[config.mk]
export PLATFORM = sky130hd
export DESIGN_NAME = mio_read_seq
export DESIGN_NICKNAME = d
export VERILOG_FILES = /design/src/rtl/mio_pkg.sv /design/src/rtl/mio_shift_in.sv /design/src/rtl/mio_phase_ctrl.sv /design/src/rtl/mio_enh_track.sv /design/src/rtl/mio_read_path.sv /design/src/rtl/mio_read_seq.sv
export SDC_FILE = /design/constraint.sdc
export NUM_CORES = 1
export LEC_CHECK = 0
export ABC_AREA = 1
export CORE_MARGIN = 10
export CORE_UTILIZATION = 50
export CTS_CLUSTER_SIZE = 28
export DETAILED_ROUTE_END_ITERATION = 12
export PLACE_DENSITY_LB_ADDON = 0.1
export SYNTH_ARGS = -nofsm -noshare
export SYNTH_HDL_FRONTEND = slang
export SYNTH_SLANG_ARGS = --single-unit
[constraint.sdc]
create_clock -name clk -period 1.9 [get_ports clk]
set_clock_uncertainty 0.05 [all_clocks]
set_input_delay 0.38 -clock clk [delete_from_list [all_inputs] [get_ports clk]]
set_output_delay 0.38 -clock clk [all_outputs]
set_load 0.1 [all_outputs]
[src/rtl/mio_pkg.sv]
`timescale 1ns/1ps
package mio_pkg;

  typedef enum logic [2:0] {
    PH_CMD   = 3'd0,
    PH_ADDR  = 3'd1,
    PH_MODE  = 3'd2,
    PH_DUMMY = 3'd3,
    PH_DATA  = 3'd4,
    PH_SKIP  = 3'd5
  } mio_phase_e;

  typedef enum logic [1:0] {
    LN_ONE  = 2'd0,
    LN_TWO  = 2'd1,
    LN_FOUR = 2'd2
  } mio_lanes_e;

  localparam logic [7:0] OPC_DUAL_RD = 8'hBB;
  localparam logic [7:0] OPC_QUAD_RD = 8'hEB;

  // mode-position values that always leave continuous-read state
  function automatic logic is_escape(input logic [7:0] m);
    return (m == 8'hFF) || (m == 8'h00) || (m == 8'hAA) || (m == 8'h55);
  endfunction

endpackage

[src/rtl/mio_shift_in.sv]
`timescale 1ns/1ps
module mio_shift_in
  import mio_pkg::*;
#(
  parameter int SH_W = 24
) (
  input  logic             clk,
  input  logic             rst_n,
  input  logic             en,
  input  mio_lanes_e       lanes,
  input  logic [3:0]       sio_in,
  output logic [SH_W-1:0]  word
);

  logic [SH_W-2:0] sh_q;
  logic [SH_W-2:0] sh_d;

  // word already includes the bits arriving this clock
  always_comb begin
    unique case (lanes)
      LN_ONE:  word = {sh_q[SH_W-2:0], sio_in[0]};
      LN_TWO:  word = {sh_q[SH_W-3:0], sio_in[1], sio_in[0]};
      default: word = {sh_q[SH_W-5:0], sio_in[3], sio_in[2], sio_in[1], sio_in[0]};
    endcase
  end

  always_comb begin
    sh_d = sh_q;
    if (en) sh_d = word[SH_W-2:0];
  end

  always_ff @(posedge clk or negedge rst_n) begin
    if (!rst_n) sh_q <= '0;
    else        sh_q <= sh_d;
  end

endmodule

[src/rtl/mio_phase_ctrl.sv]
`timescale 1ns/1ps
module mio_phase_ctrl
  import mio_pkg::*;
#(
  parameter int ADDR_BITS  = 24,
  parameter int DUAL_DUMMY = 0,
  parameter int QUAD_DUMMY = 4
) (
  input  logic       clk,
  input  logic       rst_n,
  input  logic       cs_n,
  input  logic       enh,
  input  logic [7:0] cmd_byte,
  output mio_phase_e phase,
  output mio_lanes_e lanes,
  output mio_lanes_e shift_lanes,
  output logic       shift_en,
  output logic       addr_done,
  output logic       mode_done
);

  localparam int L_A  = ADDR_BITS / 2;
  localparam int L_D  = (QUAD_DUMMY > DUAL_DUMMY) ? QUAD_DUMMY : DUAL_DUMMY;
  localparam int L_M  = (L_A > L_D) ? L_A : L_D;
  localparam int MAXL = (L_M > 8) ? L_M : 8;
  localparam int CW   = $clog2(MAXL + 1);

  mio_phase_e     phase_q, phase_d;
  mio_lanes_e     lanes_q, lanes_d;
  logic [CW-1:0]  cnt_q, cnt_d;
  logic [CW-1:0]  len;
  logic [CW-1:0]  dummy_len;
  logic           quad;
  logic           last;

  assign quad      = (lanes_q == LN_FOUR);
  assign dummy_len = quad ? CW'(QUAD_DUMMY) : CW'(DUAL_DUMMY);

  always_comb begin
    unique case (phase_q)
      PH_CMD:   len = CW'(8);
      PH_ADDR:  len = quad ? CW'(ADDR_BITS / 4) : CW'(ADDR_BITS / 2);
      PH_MODE:  len = quad ? CW'(2) : CW'(4);
      PH_DUMMY: len = dummy_len;
      default:  len = '0;
    endcase
  end

  assign last = (cnt_q == len - 1'b1);

  always_comb begin
    phase_d = phase_q;
    lanes_d = lanes_q;
    cnt_d   = cnt_q;
    if (cs_n) begin
      phase_d = enh ? PH_ADDR : PH_CMD;
      cnt_d   = '0;
    end else begin
      unique case (phase_q)
        PH_CMD: begin
          if (last) begin
            cnt_d = '0;
            if (cmd_byte == OPC_DUAL_RD) begin
              lanes_d = LN_TWO;
              phase_d = PH_ADDR;
            end else if (cmd_byte == OPC_QUAD_RD) begin
              lanes_d = LN_FOUR;
              phase_d = PH_ADDR;
            end else begin
              phase_d = PH_SKIP;
            end
          end else begin
            cnt_d = cnt_q + 1'b1;
          end
        end
        PH_ADDR: begin
          if (last) begin
            cnt_d   = '0;
            phase_d = PH_MODE;
          end else cnt_d = cnt_q + 1'b1;
        end
        PH_MODE: begin
          if (last) begin
            cnt_d   = '0;
            phase_d = (dummy_len == '0) ? PH_DATA : PH_DUMMY;
          end else cnt_d = cnt_q + 1'b1;
        end
        PH_DUMMY: begin
          if (last) begin
            cnt_d   = '0;
            phase_d = PH_DATA;
          end else cnt_d = cnt_q + 1'b1;
        end
        default: ;
      endcase
    end
  end

  always_ff @(posedge clk or negedge rst_n) begin
    if (!rst_n) begin
      phase_q <= PH_CMD;
      lanes_q <= LN_TWO;
      cnt_q   <= '0;
    end else begin
      phase_q <= phase_d;
      lanes_q <= lanes_d;
      cnt_q   <= cnt_d;
    end
  end

  assign phase       = phase_q;
  assign lanes       = lanes_q;
  assign shift_lanes = (phase_q == PH_CMD) ? LN_ONE : lanes_q;
  assign shift_en    = !cs_n && (phase_q == PH_CMD || phase_q == PH_ADDR || phase_q == PH_MODE);
  assign addr_done   = !cs_n && (phase_q == PH_ADDR) && last;
  assign mode_done   = !cs_n && (phase_q == PH_MODE) && last;

  // opcode phase lasts its full eight clocks
  p_cmd_hold_r2: assert property (@(posedge clk) disable iff (!rst_n)
    (!cs_n && phase_q == PH_CMD && cnt_q != CW'(7)) |=> (phase_q == PH_CMD));

  // a high chip select restarts framing from the first clock
  p_cs_restart_r7: assert property (@(posedge clk) disable iff (!rst_n)
    cs_n |=> ((phase_q == PH_CMD || phase_q == PH_ADDR) && cnt_q == '0));

endmodule

[src/rtl/mio_enh_track.sv]
`timescale 1ns/1ps
module mio_enh_track
  import mio_pkg::*;
#(
  parameter logic [3:0] ENH_NIBBLE = 4'hA
) (
  input  logic       clk,
  input  logic       rst_n,
  input  logic       mode_done,
  input  logic [7:0] mode_byte,
  output logic       enh
);

  logic enh_q, enh_d;

  always_comb begin
    enh_d = enh_q;
    if (mode_done) begin
      if (is_escape(mode_byte))                enh_d = 1'b0;
      else if (mode_byte[7:4] == ENH_NIBBLE)   enh_d = 1'b1;
    end
  end

  always_ff @(posedge clk or negedge rst_n) begin
    if (!rst_n) enh_q <= 1'b0;
    else        enh_q <= enh_d;
  end

  assign enh = enh_q;

  p_enter_r8: assert property (@(posedge clk) disable iff (!rst_n)
    (mode_done && !is_escape(mode_byte) && mode_byte[7:4] == ENH_NIBBLE) |=> enh);

  p_escape_clears_r9: assert property (@(posedge clk) disable iff (!rst_n)
    (mode_done && is_escape(mode_byte)) |=> !enh);

  p_sticky_r10: assert property (@(posedge clk) disable iff (!rst_n)
    !mode_done |=> $stable(enh));

endmodule

[src/rtl/mio_read_path.sv]
`timescale 1ns/1ps
module mio_read_path
  import mio_pkg::*;
#(
  parameter int MEM_AW = 24
) (
  input  logic              clk,
  input  logic              rst_n,
  input  logic              addr_load,
  input  logic [MEM_AW-1:0] addr_in,
  input  logic              data_en,
  input  mio_lanes_e        lanes,
  input  logic [7:0]        mem_rdata,
  output logic [MEM_AW-1:0] mem_addr,
  output logic [3:0]        sio_out,
  output logic [3:0]        sio_oe
);

  logic [MEM_AW-1:0] addr_q, addr_d;
  logic [1:0]        beat_q, beat_d;
  logic              quad;
  logic              byte_end;

  assign quad     = (lanes == LN_FOUR);
  assign byte_end = quad ? (beat_q == 2'd1) : (beat_q == 2'd3);

  always_comb begin
    addr_d = addr_q;
    beat_d = beat_q;
    if (addr_load) addr_d = addr_in;
    if (!data_en) begin
      beat_d = '0;
    end else if (byte_end) begin
      beat_d = '0;
      addr_d = addr_q + 1'b1;
    end else begin
      beat_d = beat_q + 1'b1;
    end
  end

  always_ff @(posedge clk or negedge rst_n) begin
    if (!rst_n) begin
      addr_q <= '0;
      beat_q <= '0;
    end else begin
      addr_q <= addr_d;
      beat_q <= beat_d;
    end
  end

  always_comb begin
    if (quad) begin
      sio_out = beat_q[0] ? mem_rdata[3:0] : mem_rdata[7:4];
    end else begin
      unique case (beat_q)
        2'd0:    sio_out = {2'b00, mem_rdata[7:6]};
        2'd1:    sio_out = {2'b00, mem_rdata[5:4]};
        2'd2:    sio_out = {2'b00, mem_rdata[3:2]};
        default: sio_out = {2'b00, mem_rdata[1:0]};
      endcase
    end
  end

  assign sio_oe   = data_en ? (quad ? 4'hF : 4'h3) : 4'h0;
  assign mem_addr = addr_q;

  // one step per finished byte, wrapping in the array width
  p_addr_step_r6: assert property (@(posedge clk) disable iff (!rst_n)
    (data_en && byte_end && !addr_load) |=> (mem_addr == MEM_AW'($past(mem_addr) + 1'b1)));

endmodule

[src/rtl/mio_read_seq.sv]
`timescale 1ns/1ps
module mio_read_seq
  import mio_pkg::*;
#(
  parameter int         ADDR_BITS  = 24,
  parameter int         MEM_AW     = 24,
  parameter int         DUAL_DUMMY = 0,
  parameter int         QUAD_DUMMY = 4,
  parameter logic [3:0] ENH_NIBBLE = 4'hA
) (
  input  logic              clk,
  input  logic              rst_n,
  input  logic              cs_n,
  input  logic [3:0]        sio_in,
  output logic [3:0]        sio_out,
  output logic [3:0]        sio_oe,
  output logic [MEM_AW-1:0] mem_addr,
  input  logic [7:0]        mem_rdata
);

  logic              rst_meta_q, rst_sync_q;
  logic              rst_sync_n;
  mio_phase_e        phase;
  mio_lanes_e        lanes;
  mio_lanes_e        shift_lanes;
  logic              shift_en;
  logic              addr_done;
  logic              mode_done;
  logic              enh;
  logic              data_en;
  logic [ADDR_BITS-1:0] word;

  always_ff @(posedge clk or negedge rst_n) begin
    if (!rst_n) begin
      rst_meta_q <= 1'b0;
      rst_sync_q <= 1'b0;
    end else begin
      rst_meta_q <= 1'b1;
      rst_sync_q <= rst_meta_q;
    end
  end
  assign rst_sync_n = rst_sync_q;

  mio_shift_in #(.SH_W(ADDR_BITS)) u_shift (
    .clk    (clk),
    .rst_n  (rst_sync_n),
    .en     (shift_en),
    .lanes  (shift_lanes),
    .sio_in (sio_in),
    .word   (word)
  );

  mio_phase_ctrl #(
    .ADDR_BITS  (ADDR_BITS),
    .DUAL_DUMMY (DUAL_DUMMY),
    .QUAD_DUMMY (QUAD_DUMMY)
  ) u_ctrl (
    .clk         (clk),
    .rst_n       (rst_sync_n),
    .cs_n        (cs_n),
    .enh         (enh),
    .cmd_byte    (word[7:0]),
    .phase       (phase),
    .lanes       (lanes),
    .shift_lanes (shift_lanes),
    .shift_en    (shift_en),
    .addr_done   (addr_done),
    .mode_done   (mode_done)
  );

  mio_enh_track #(.ENH_NIBBLE(ENH_NIBBLE)) u_enh (
    .clk       (clk),
    .rst_n     (rst_sync_n),
    .mode_done (mode_done),
    .mode_byte (word[7:0]),
    .enh       (enh)
  );

  assign data_en = (phase == PH_DATA) && !cs_n;

  mio_read_path #(.MEM_AW(MEM_AW)) u_path (
    .clk       (clk),
    .rst_n     (rst_sync_n),
    .addr_load (addr_done),
    .addr_in   (word[MEM_AW-1:0]),
    .data_en   (data_en),
    .lanes     (lanes),
    .mem_rdata (mem_rdata),
    .mem_addr  (mem_addr),
    .sio_out   (sio_out),
    .sio_oe    (sio_oe)
  );

  // lines are inputs outside the data phase
  p_quiet_lines_r5: assert property (@(posedge clk) disable iff (!rst_sync_n)
    (phase != PH_DATA) |-> (sio_oe == 4'h0));

  // four-line data phase drives every line
  p_quad_lanes_r5: assert property (@(posedge clk) disable iff (!rst_sync_n)
    (phase == PH_DATA && !cs_n && lanes == LN_FOUR) |-> (sio_oe == 4'hF));

  // a rejected opcode keeps every line released
  p_skip_quiet_r11: assert property (@(posedge clk) disable iff (!rst_sync_n)
    (phase == PH_SKIP) |-> (sio_oe == 4'h0));

endmodule

==> results of run 1 <==
metal layers:
metal | vias to the layer above | track usage, % | wire [um]
met3 | 30 | 3.788 | 586
li1 | 2166 | - | -
met5 | - | 0 | 0
met4 | 0 | 6.771 | 333
met1 | 2093 | 25.74 | 5664
met2 | 146 | 30.58 | 5892
registers in the layout, indices dropped and copies added, names as in the netlist:
name / count
u_ctrl.cnt_q: 4
u_ctrl.phase: 3
u_enh.enh: 1
u_shift.sh_q: 23
rst_meta_q: 1
u_ctrl.lanes: 2
u_path.mem_addr: 24
rst_sync_n: 1
u_path.beat_q: 2
cell usage after synthesis (all sizes together), types with 2 or more instances:
library cell,number
or2,2
buf,20
xnor2,3
nand3,37
o221ai,15
o21ai,64
o22ai,6
nor3,9
dfrtp,60
o211ai,6
nand4,13
a21oi,23
clkbuf,2
inv,71
a22oi,2
nand2,162
ha,7
clkinv,2
a31oi,2
nor2,65
xor2,6
repair_timing:
| action | 4_1_cts | 5_1_grt |
|---|---|---|
| cloned | 0 | 2 |
| endpoints found under the setup margin | 41 | 58 |
| buffers inserted | 5 | 13 |
| pin swaps | 13 | 15 |
| resized for setup | 26 | 58 |
kinds of logic after synthesis:
kind of cell | count (synthesis) | synth area share, %
other cells | 1 | 0.09115
simple gates | 288 | 31.27
xor+xnor | 9 | 1.916
buf+inv | 95 | 10.43
compound gates | 120 | 17.03
flops | 61 | 37.14
fa+ha+maj | 7 | 2.129
through the flow:
| stage | std cells | TNS (ns) | setup slack, ns | cell area (um^2) | hold WS (ns) |
|---|---|---|---|---|---|
| 2_1_floorplan | 581 | -14.98 | -0.4826 | 4198 | 0.03441 |
| 3_3_place_gp | 778 | -14.59 | -0.4363 | 5510 | 0.2749 |
| 3_5_place_dp | 778 | -17.51 | -0.5632 | 5510 | 0.2744 |
| 4_1_cts | 797 | -16.60 | -0.5455 | 5801 | 0.1309 |
| 5_1_grt | 810 | -25.26 | -0.8072 | 6142 | 0.1337 |
| 6_report | 810 | -19.29 | -0.6417 | 6142 | 0.1318 |
layout make-up:
| class | count | area [um^2] | area share, % |
|---|---|---|---|
| Clock buffer | 11 | 151.4 | 2.465 |
| Clock inverter | 5 | 33.78 | 0.5500 |
| Inverter | 73 | 301.5 | 4.909 |
| Multi-Input combinational cell | 426 | 2487 | 40.50 |
| Sequential cell | 61 | 1536 | 25.02 |
| Tap cell | 105 | 131.4 | 2.139 |
| Timing Repair Buffer | 129 | 1500 | 24.42 |
where the power goes:
| part | switching [mW] | internal [mW] |
|---|---|---|
| combinational | 2.81 | 1.76 |
| clock | 0.580 | 0.544 |
| sequential | 0.462 | 1.70 |
| total | 3.86 | 4.01 |
cells in the final DEF, fill, tap and decap left out, types with 6 or more instances in the layout:
cell,netlist,layout
nand2_1,156,148
buf_4,5,65
inv_1,68,64
dfrtp_1,60,53
nor2_1,57,51
buf_12,0,36
nand3_1,33,31
o21ai_0,49,31
o21ai_1,13,22
a21oi_1,23,19
clkdlybuf4s50_1,0,14
nand4_1,13,13
buf_6,5,13
clkbuf_8,0,11
nor2_4,6,10
o21ai_2,2,8
nor3_1,7,7
o221ai_1,15,7
dfrtp_2,0,7
o211ai_1,6,6
nand3_2,4,6
nand2_4,3,6
nand2_2,3,6
xor2_1,6,6
ha_1,7,6
path summary, 6_finish.rpt:
| kind | from | endpoint | slack, ns |
|---|---|---|---|
| min | rst_n | rst_meta_q | 0.13 |
| max reg2reg | u_ctrl.lanes[0] | u_path.mem_addr[9] | -0.64 |
| max | u_ctrl.lanes[0] | u_path.mem_addr[9] | -0.64 |
| max in group asynchronous | rst_sync_n | u_shift.sh_q[4] | 0.85 |
| min reg2reg | rst_sync_n | u_ctrl.lanes[1] | 0.26 |
| min in group clk | rst_meta_q | rst_sync_n | 0.31 |
==> results.json, run 1 <==
{
  "outcome": "finished, violations left",
  "violations": "setup timing",
  "fin_nets": 722,
  "worstPathCellList": "clkinv_4 > nand2_8 > inv_6 > o21ai_4 > o211ai_1 > ha_4 > xnor2_2 > inv_1 > nand2_2 > nand3_2 > nor2_4 > buf_6 > nand2_4 > o21ai_0 > o21ai_1",
  "drive_gt1_share_pct": 30.35,
  "drt-total-wl_um": 12480,
  "numCtsBuffers": 9,
  "worst_pin_slew_ns": 0.6656,
  "setup_viol": 43,
  "port_buffers": 46,
  "clock_path_buffers": 2,
  "grt_use_total_pct": 19.40,
  "vias_per_cell": 5.475,
  "max-cap-violations": 0,
  "ctsRootBufferMaster": "clkbuf_8",
  "grt_max_degree": 40,
  "vias": 4435,
  "setup_slack_ns": -0.6417,
  "synth_area_per_cell_um2": 7.081,
  "required_ns": 2.09,
  "yosysSeqAreaShare_pct": 37.14,
  "critical_path_buf_inv_count": 4,
  "worst_path_max_delay_cell": "dfstp_2",
  "worstRegToRegCells": 15,
  "synthDominantCellAreaShare_pct": 36.50,
  "synth_cells": 581,
  "relSlewSlack_pct": 55.63,
  "rows": 33,
  "ys_seq_elements": 61,
  "synthFlopType": "dfrtp_1",
  "fillCellCount": 597,
  "crit_path_max_fanout": 5,
  "fp.dieH_um": 110.7,
  "synth_edf_count": 0,
  "yosysTopAreaCell": "dfrtp_1",
  "start_kind": "register",
  "worst-path-stages": 15,
  "min_path_type": "in -> async",
  "fmax_mhz": 393.4,
  "crit_family": "compound AO/OA/AOI/OAI gates",
  "clock-sinks": 61,
  "area_growth_pct": 49.30,
  "synth_warnings": 0,
  "min_period_ns": 2.542,
  "initial_core_util_pct": 50.83,
  "ios": 47,
  "drt-pass1-iter-count": 5,
  "dpl.hpwl_um": 8919,
  "drc": 0,
  "cp.arrival_ns": 2.73,
  "overflow": 0,
  "cts_hold_buf": 0,
  "cp-end-kind": "register",
  "antennaDiodeCount": 0,
  "period_share_pct": 133.8,
  "grt_pass1_wl_um": 20270,
  "rsz0062_at_grt": "true",
  "vdd_drop_max_mv": 0.6531,
  "final_core_util_pct": 75.90,
  "routedWlPerCell_um": 15.40,
  "synth_area_mm2": 0.004114,
  "drt_iter0_drc": 289,
  "coreArea_mm2": 0.008093,
  "die_width_um": 110.7,
  "syn_nets": 603,
  "max_stage_delay_ns": 0.56,
  "clk_pin_slew_ns": 0.07,
  "insertion_delay_ns": 0.35,
  "cts_max_level": 3,
  "crit_type": "reg -> reg",
  "routabilityCongestion": 0.9232,
  "synthArstFlopShare_pct": 100.0,
  "finalHoldViolCount": 0,
  "pwr_density_cell_mw_per_mm2": 1281,
  "dieArea_mm2": 0.01226,
  "cts_tree": "done",
  "antenna_found_initial": 0,
  "synth_area_leaders": "dfrtp_1 (36%), nand2_1 (14%), inv_1 (6.2%), o21ai_0 (6.0%), nor2_1 (5.2%)",
  "power.leakage_nw": 2.809,
  "antenna_left": 0,
  "yosysUniqueCellTypes": 39,
  "power.total_mw": 7.868,
  "grt_pass1_vias": 4177,
  "slew_violations": 0
}
(Power assumes the default switching activity.)
==> run 2, diff against run 1 <==
--- a/config.mk
+++ b/config.mk
@@ -10,6 +10,7 @@
 export CORE_UTILIZATION = 50
 export CTS_CLUSTER_SIZE = 28
 export DETAILED_ROUTE_END_ITERATION = 12
+export HOLD_SLACK_MARGIN = 0.12
 export PLACE_DENSITY_LB_ADDON = 0.1
 export SYNTH_ARGS = -nofsm -noshare
 export SYNTH_HDL_FRONTEND = slang
==> results of run 2 <==
Final layout, timing and power as in run 1 (identical DEF).
